==> src/rtl/ovl_pkg.sv <==
package ovl_pkg;
  typedef enum logic [1:0] {
    ST_NORM  = 2'd0,
    ST_WATCH = 2'd1,
    ST_SHUT  = 2'd2
  } ovl_st_e;
endpackage

==> src/rtl/ovl_timer.sv <==
module ovl_timer #(
  parameter int SHORT_MS = 90,
  parameter int LONG_MS  = 180,
  parameter int OFF_MS   = 900
) (
  input  logic clk,
  input  logic rst,
  input  logic tick,
  input  logic run,
  input  logic restart,
  input  logic sel_off,
  input  logic sel_long,
  output logic expire
);
  localparam int M1 = (SHORT_MS > LONG_MS) ? SHORT_MS : LONG_MS;
  localparam int MX = (M1 > OFF_MS) ? M1 : OFF_MS;
  localparam int CW = $clog2(MX + 1);
  localparam logic [CW-1:0] T_SHORT = CW'(SHORT_MS - 1);
  localparam logic [CW-1:0] T_LONG  = CW'(LONG_MS - 1);
  localparam logic [CW-1:0] T_OFF   = CW'(OFF_MS - 1);

  logic [CW-1:0] cnt_q;
  logic [CW-1:0] last;

  always_comb begin
    if (sel_off)       last = T_OFF;
    else if (sel_long) last = T_LONG;
    else               last = T_SHORT;
  end

  assign expire = run && tick && (cnt_q == last);

  always_ff @(posedge clk) begin
    if (rst || restart) cnt_q <= '0;
    else if (run && tick) cnt_q <= cnt_q + 1'b1;
  end
endmodule

==> src/rtl/ovl_seq.sv <==
module ovl_seq
  import ovl_pkg::*;
(
  input  logic    clk,
  input  logic    rst,
  input  logic    ovl_det,
  input  logic    mode_static,
  input  logic    expire,
  output ovl_st_e st_q,
  output logic    restart,
  output logic    end_evt
);
  ovl_st_e st_d;
  logic    seen_q;
  logic    ovl_d;

  always_comb begin
    st_d = st_q;
    unique case (st_q)
      ST_NORM:  if (!mode_static && ovl_det) st_d = ST_WATCH;
      ST_WATCH: if (expire) begin
                  if (mode_static)  st_d = ST_NORM;
                  else if (ovl_det) st_d = ST_SHUT;
                  else if (seen_q)  st_d = ST_WATCH;
                  else              st_d = ST_NORM;
                end
      ST_SHUT:  if (expire) st_d = mode_static ? ST_NORM : ST_WATCH;
      default:  st_d = ST_NORM;
    endcase
  end

  assign restart = expire || (st_q == ST_NORM && st_d != ST_NORM);
  assign end_evt = !ovl_det &&
                   ((st_q != ST_NORM && st_d == ST_NORM) ||
                    (st_q == ST_NORM && ovl_d));

  always_ff @(posedge clk) begin
    if (rst) begin
      st_q   <= ST_NORM;
      seen_q <= 1'b0;
      ovl_d  <= 1'b0;
    end else begin
      st_q  <= st_d;
      ovl_d <= ovl_det;
      if (st_q == ST_NORM)      seen_q <= ovl_det;
      else if (st_q == ST_SHUT) seen_q <= 1'b0;
      else if (expire)          seen_q <= 1'b0;
      else                      seen_q <= seen_q | ovl_det;
    end
  end
endmodule

==> src/rtl/ovl_flag.sv <==
module ovl_flag (
  input  logic clk,
  input  logic rst,
  input  logic set,
  input  logic rd,
  input  logic quiet,
  output logic flag_q
);
  always_ff @(posedge clk) begin
    if (rst)                flag_q <= 1'b0;
    else if (set)           flag_q <= 1'b1;
    else if (rd && quiet)   flag_q <= 1'b0;
  end
endmodule

==> src/rtl/ovl_guard.sv <==
module ovl_guard
  import ovl_pkg::*;
#(
  parameter int VSEL_W   = 2,
  parameter int SHORT_MS = 90,
  parameter int LONG_MS  = 180,
  parameter int OFF_MS   = 900
) (
  input  logic              clk,
  input  logic              rst,
  input  logic              ms_tick,
  input  logic              ovl_det,
  input  logic              mode_static,
  input  logic              long_on,
  input  logic              latch_rec,
  input  logic              stat_rd,
  input  logic              vsel_wr,
  input  logic [VSEL_W-1:0] vsel_wdata,
  output logic [VSEL_W-1:0] vsel_q,
  output logic              out_en,
  output logic              fault_n,
  output logic              ovl_stat
);
  ovl_st_e st_q;
  logic    restart;
  logic    end_evt;
  logic    expire;

  ovl_seq u_seq (
    .clk(clk), .rst(rst), .ovl_det(ovl_det), .mode_static(mode_static),
    .expire(expire), .st_q(st_q), .restart(restart), .end_evt(end_evt)
  );

  ovl_timer #(.SHORT_MS(SHORT_MS), .LONG_MS(LONG_MS), .OFF_MS(OFF_MS)) u_tmr (
    .clk(clk), .rst(rst), .tick(ms_tick), .run(st_q != ST_NORM),
    .restart(restart), .sel_off(st_q == ST_SHUT), .sel_long(long_on),
    .expire(expire)
  );

  ovl_flag u_flag (
    .clk(clk), .rst(rst), .set(ovl_det), .rd(stat_rd),
    .quiet(!ovl_det && st_q == ST_NORM), .flag_q(ovl_stat)
  );

  always_ff @(posedge clk) begin
    if (rst)                       vsel_q <= '0;
    else if (vsel_wr)              vsel_q <= vsel_wdata;
    else if (latch_rec && end_evt) vsel_q <= '0;
  end

  assign out_en  = (|vsel_q) && (st_q != ST_SHUT);
  assign fault_n = !ovl_stat;
endmodule

==> config.mk <==
export PLATFORM = sky130hd
export DESIGN_NAME = ovl_guard
export DESIGN_NICKNAME = d
export VERILOG_FILES = /design/src/rtl/ovl_pkg.sv /design/src/rtl/ovl_timer.sv /design/src/rtl/ovl_seq.sv /design/src/rtl/ovl_flag.sv /design/src/rtl/ovl_guard.sv
export SDC_FILE = /design/constraint.sdc
export NUM_CORES = 1
export LEC_CHECK = 0
export ABC_AREA = 1
export BUFFER_PORTS_ARGS = -buffer_cell sky130_fd_sc_hd__buf_4
export CORE_AREA = 2 2 47 49
export CTS_BUF_LIST = sky130_fd_sc_hd__clkbuf_8
export CTS_CLUSTER_SIZE = 10
export DETAILED_ROUTE_END_ITERATION = 10
export DIE_AREA = 0 0 49 51
export GPL_TIMING_DRIVEN = 0
export PLACE_DENSITY = 0.85
export SLEW_MARGIN = 40
export SYNTH_ARGS = -nofsm -noshare
export SYNTH_HDL_FRONTEND = slang
export SYNTH_SLANG_ARGS = --single-unit
==> constraint.sdc <==
create_clock -name clk -period 1.9 [get_ports clk]
set_clock_uncertainty 0.15 [all_clocks]
set_input_delay 0.38 -clock clk [delete_from_list [all_inputs] [get_ports clk]]
set_output_delay 0.38 -clock clk [all_outputs]
set_load 0.005 [all_outputs]
**Word-level counts from Yosys, hierarchy flattened**

Index checks and enable logic that the tools add are counted.

- Flip-flop bits (word level): 17
- Input port bits: 11
- Output and inout bits: 5
- Word-level logic and storage cells: 53

- Add/sub/neg operators: 1
- Equality and inequality tests: 4
- Muxes and demuxes: 17
- Bitwise gates (word level): 1
- Reduce and logical (&&, ||, !) cells: 24

Operators with widths:

| operator | count |
|---|---|
| 2-to-1 mux 2 bit | 7 |
| logical AND 1 bit | 11 |
| adder 10 x 1 -> 10 bit, second input constant | 1 |
| equality test 10 bit | 1 |
| 2-to-1 mux 10 bit | 1 |
| 2-to-1 mux 8 bit | 1 |
| nonzero test 2 bit | 4 |
| 2-to-1 mux 1 bit | 7 |
| one-hot mux 2 bit (3 select lines) | 1 |
| zero test 2 bit | 2 |
| zero test 1 bit | 3 |
| logical OR 1 bit | 3 |
| equality test 2 x 1 -> 1 bit, second input constant | 1 |
| equality test 2 bit, second input constant | 1 |
| != test 2 bit, second input constant | 1 |
| OR reduction 2 bit | 1 |
| OR 1 bit | 1 |

**Longest topological paths before layout**

- Depth in word-level cells: 13
- Depth in mapped cells: 17
- Gate-level depth less buffers: 17

**Modules after synthesis**

Synthesis repeated with hierarchy kept, for this count alone.

- Cell total of the unflattened synthesis: 158
- Area, all modules: 979.7 µm²

Modules (own cells, without submodules):

| module | times used | cells an instance | area each (µm²) | seq. area each (µm²) |
|---|---|---|---|---|
| ovl_timer | 1 | 101 | 608.1 | 200.2 |
| ovl_seq | 1 | 35 | 222.7 | 80.1 |
| ovl_guard | 1 | 17 | 108.9 | 40.0 |
| ovl_flag | 1 | 5 | 40.0 | 20.0 |

**Worst setup path after synthesis**

OpenSTA, ideal clock, no wires.

- Path kind: register to register
- Start: reg u_seq.st_q[0]
- End: reg u_tmr.cnt_q[2]
- Setup time: 0.073 ns
- Arrival: 1.590 ns
- Data required time: 1.677 ns
- Path slack: 0.087 ns
- Cell stages (with the launch flop): 15
- Path buffers: 0
- Clock period less this slack: 1.813 ns
- Path through: dfxtp_1 > inv_2 > nand2_2 > nand2_1 > nand2_1 > nand2_1 > nor2_4 > nand2_2 > a21oi_1 > nand2_1 > nand2_2 > nand2_2 > nand2_2 > nand3_4 > nor3b_2

- Longest elaborated chain between the ends: 10
- Elaborated cells between the ends (all ways): 16
- Classes of those cells: eq/ne (3); mux (5); reduce/logical (8)

RTL lines:

| element | line | text |
|---|---|---|
| start, declared | ovl_seq.sv:9 | `output ovl_st_e st_q,` |
| start signal, assigned | ovl_seq.sv:43 | `st_q <= st_d;` |
| equality test 2 bit | ovl_seq.sv:19, ovl_guard.sv:36 |  |
| 2-to-1 mux 10 bit | ovl_timer.sv:26 | `if (sel_off) last = T_OFF;` |
| equality test 10 bit | ovl_timer.sv:31 | `assign expire = run && tick && (cnt_q == last);` |
| logical AND 1 bit | ovl_timer.sv:31 |  |
| 2-to-1 mux 2 bit, on equally long branches | ovl_seq.sv:27, ovl_seq.sv:21 |  |
| one-hot mux 2 bit (3 select lines) | ovl_seq.sv:19 | `unique case (st_q)` |
| nonzero test 2 bit | ovl_seq.sv:32 | `assign restart = expire \|\| (st_q == ST_NORM && st_d != ST_NORM);` |
| logical AND 1 bit | ovl_seq.sv:32 |  |
| logical OR 1 bit | ovl_seq.sv:32 |  |
| logical OR 1 bit | ovl_timer.sv:34 | `if (rst \|\| restart) cnt_q <= '0;` |
| end signal, assigned | ovl_timer.sv:35 | `else if (run && tick) cnt_q <= cnt_q + 1'b1;` |
| end, declared | ovl_timer.sv:22 | `logic [CW-1:0] cnt_q;` |

Parallel ways exist; a longest one is shown, timed or not.
A chain may end at the register's enable or synchronous reset.

**Final worst setup path**

- Start: reg u_seq.st_q[0]
- End: reg u_tmr.cnt_q[3]

Same word-level chain as after synthesis.

==> metrics.md <==
| Metric | Value |
|---|---|
| Status | finished with violations |
| Failing checks | negative setup slack |
| Num rows | 17 |
| CP peak stage delay | 0.37 ns |
| Cell area after placement | 1141 um2 |
| Synthesized net count | 157 |
| Layout area overhead | 33.75% |
| DR vias | 1036 |
| Cell variety after synth | 25 |
| Port buffer count | 15 |
| Crit path cell chain | inv_4 -> nand2_4 -> nand2_2 -> nand2_1 -> nand2_2 -> inv_2 -> nor2_4 -> nand2_4 -> a21oi_2 -> nand2_1 -> nand2_2 -> nand2_2 -> nand2_4 -> nand3_4 -> nor3b_2 |
| Crit Path Max Fanout | 7 |
| Leakage | 0.6022 nW |
| Cts hold-fix bufs | 0 |
| Hold_ws | 0.1750 ns |
| GR Overflow Total | 0 |
| Die area | 2499 um2 |
| Maxcap violations | 0 |
| Critical path startpoint category | flip-flop |
| Fraction of layout cells with a size suffix above 1 | 0.3506 |
| Worst skew pair latency | 0.25 ns |
| PD cells | 580.4 nW/um2 |
| CORE AREA | 2063 um2 |
| WP data required | 1.94 ns |
| Slowest cell on crit path | dfxtp_4 |
| FF+latch count, synth | 17 |
| Io pins | 16 |
| Nets | 187 |
| Sequential cell area fraction in the yosys report | 0.3426 |
| Vias in the first global route | 995 |
| Worst path top cell family by delay | simple AND/OR/NAND/NOR gates |
| ANT nets after route | 0 |
| Routed wire per std cell | 11.85 um |
| Max frequency | 0.5057 GHz |
| Residual DRC | 0 |
| Total clock sinks | 17 |
| Tot Pwr | 0.7712 mW |
| WL final | 2.394 mm |
| Vias/cell | 5.129 |
| Area contributors post-synth | dfxtp_1 (34%), nand2_1 (14%), nor2_1 (7.6%) |
| CTS tree | built |
| Max clock buf depth | 2 |
| Worst slew pin tran | 0.3621 ns |
| Post-route cell area | 1329 um2 |
| Yosys warnings | 0 |
| # diodes | 0 |
| Worst vdd ir | 0.5228 mV |
| Die Span Y | 51 um |
| Unrepaired setup endpoints after global routing | true |
| Fin crit share | 1.041 |
| Min cycle time layout | 1.977 ns |
| Die width | 49 um |
| First-pass GRT wire length | 4.015 mm |
| Max-slew violations | 0 |
| Crit path kind | reg2reg |
| Hold Crit Class | in2reg |
| Worst Slack Setup Final | -0.07728 ns |
| Crit. End Element | flip-flop |
| HPWL Detailed | 1.572 mm |
| 1st-iter DRT viols | 26 |
| Commonest cells after routing, fill and taps aside | nand2_1 (34), buf_4 (23), nor2_1 (17) |
| H-tree depth | 1 |
| Placed Cells | 188 |
| Root Driver | clkbuf_8 |
| Arrival time at the worst endpoint | 2.02 ns |
| Slew HR | 0.7564 |
| Clock transition at path regs | 0.06 ns |
| Avg Inst Size Synth | 6.851 um2 |
| Drt pass-1 iters | 4 |
| Largest net degree at the start of global routing | 11 |
| Synth top area share | 0.3426 |
| Initial antenna violation count | 0 |
| Starting Density | 0.4815 |
| Mapped Cells | 145 |
| Commonest non-fill, non-tap cell in the layout | nand2_1 |
| Area leader, netlist | dfxtp_1 |
| Setup violators final | 12 |
| Most used cell, CP | nand2_2 |
| Final Hold Fails | 0 |
| Layout Cells excl Fill | 202 |
| Synthesized cell area | 993.5 um2 |
| Num CTS Buffers | 3 |
| Gr usage total | 0.2155 |
| Worst Path Buf+Inv | 2 |
| Share of the core filled with cells | 0.6440 |
| RD Place Congestion | 0.8865 |
[state kept, by name, indices dropped and copies added (netlist names)]
name	cells
u_seq.st_q	2
u_tmr.cnt_q	10
u_flag.flag_q	1
u_seq.seen_q	1
u_seq.ovl_d	1
vsel_q	2
[through the flow]
step / setup WS, ns / TNS, ns
floorplan: 0.08736 / 0
global placement: -0.1097 / -0.6442
detailed placement: -0.1860 / -1.533
CTS: -0.07011 / -0.2198
global route: -0.2578 / -2.759
finish: -0.07728 / -0.6001
[cell families (layout without fill, tap and decap cells)]
logic type | count (synthesis) | in the layout | synth area share
buffers and inverters | 20 | 48 | 0.07556
adder cells (fa/ha/maj) | 1 | 1 | 0.01259
AO/OA/AOI/OAI | 14 | 14 | 0.08312
flip-flops | 17 | 17 | 0.3426
AND/OR/NAND/NOR | 89 | 90 | 0.4509
XOR/XNOR | 4 | 4 | 0.03526
[layer usage]
layer  global-route usage  vias to the layer above  part of all wire  routed length (um)
met4               0.1810                        0             0.055                 131
met3              0.04386                       17             0.070                 167
met5                    0                        -                 0                   0
met2               0.3881                       43              0.51                1226
met1               0.2145                      453              0.36                 869
li1                     -                      523                 -                   -
[timing repair]
item	CTS	global route
gates cloned	1	0
setup endpoints to repair	12	12
resized for setup	16	6
pin swaps	14	12
setup buffers	6	3
[cell type report]
cell class | count | area [um2]
Clock buffer | 3 | 41.29
Multi-Input combinational cell | 109 | 635.6
Fill cell | 187 | 734.5
Sequential cell | 17 | 347.8
Clock inverter | 1 | 5.005
Tap cell | 28 | 35.03
Timing Repair Buffer | 24 | 183.9
Inverter | 20 | 80.08
[worst reg2reg max path: cells and delay by family (launching register included)]
family,cells,cell delay (ns)
AND/OR/NAND/NOR,12,1.15
flip-flops,1,0.37
buffers and inverters,2,0.14
AO/OA/AOI/OAI,1,0.11
[cell usage after synthesis]
cell type  instances
nor2_4             2
nand4_1            1
nor3_1             4
o21ai_0            3
o211ai_1           1
nand2_1           37
nand2_2            5
nor3_2             2
nor4_1             1
ha_1               1
nand3_1           10
nor3b_2            2
nor2_2             2
o21ai_1            1
a21oi_1            6
o211a_1            1
a31oi_1            1
nand2_4            2
a31o_2             1
inv_2              4
dfxtp_1           17
nor2_1            20
inv_1             16
nand3_4            1
xor2_1             4
[worst paths after layout]
path / end / startpoint / slack, ns / cells after the start
min reg2reg: vsel_q[1] / vsel_q[1] / 0.34 / 2
max: u_tmr.cnt_q[3] / u_seq.st_q[0] / -0.08 / 15
min: u_seq.st_q[0] / rst / 0.17 / 2
max reg2reg: u_tmr.cnt_q[3] / u_seq.st_q[0] / -0.08 / 15
[power breakdown]
part           total, mW  internal [mW]  switching (mW)
combinational      0.126         0.0570          0.0692
sequential         0.375          0.366         0.00928
clock              0.270          0.146           0.124
No activity file was read; power rests on OpenSTA's default activity.
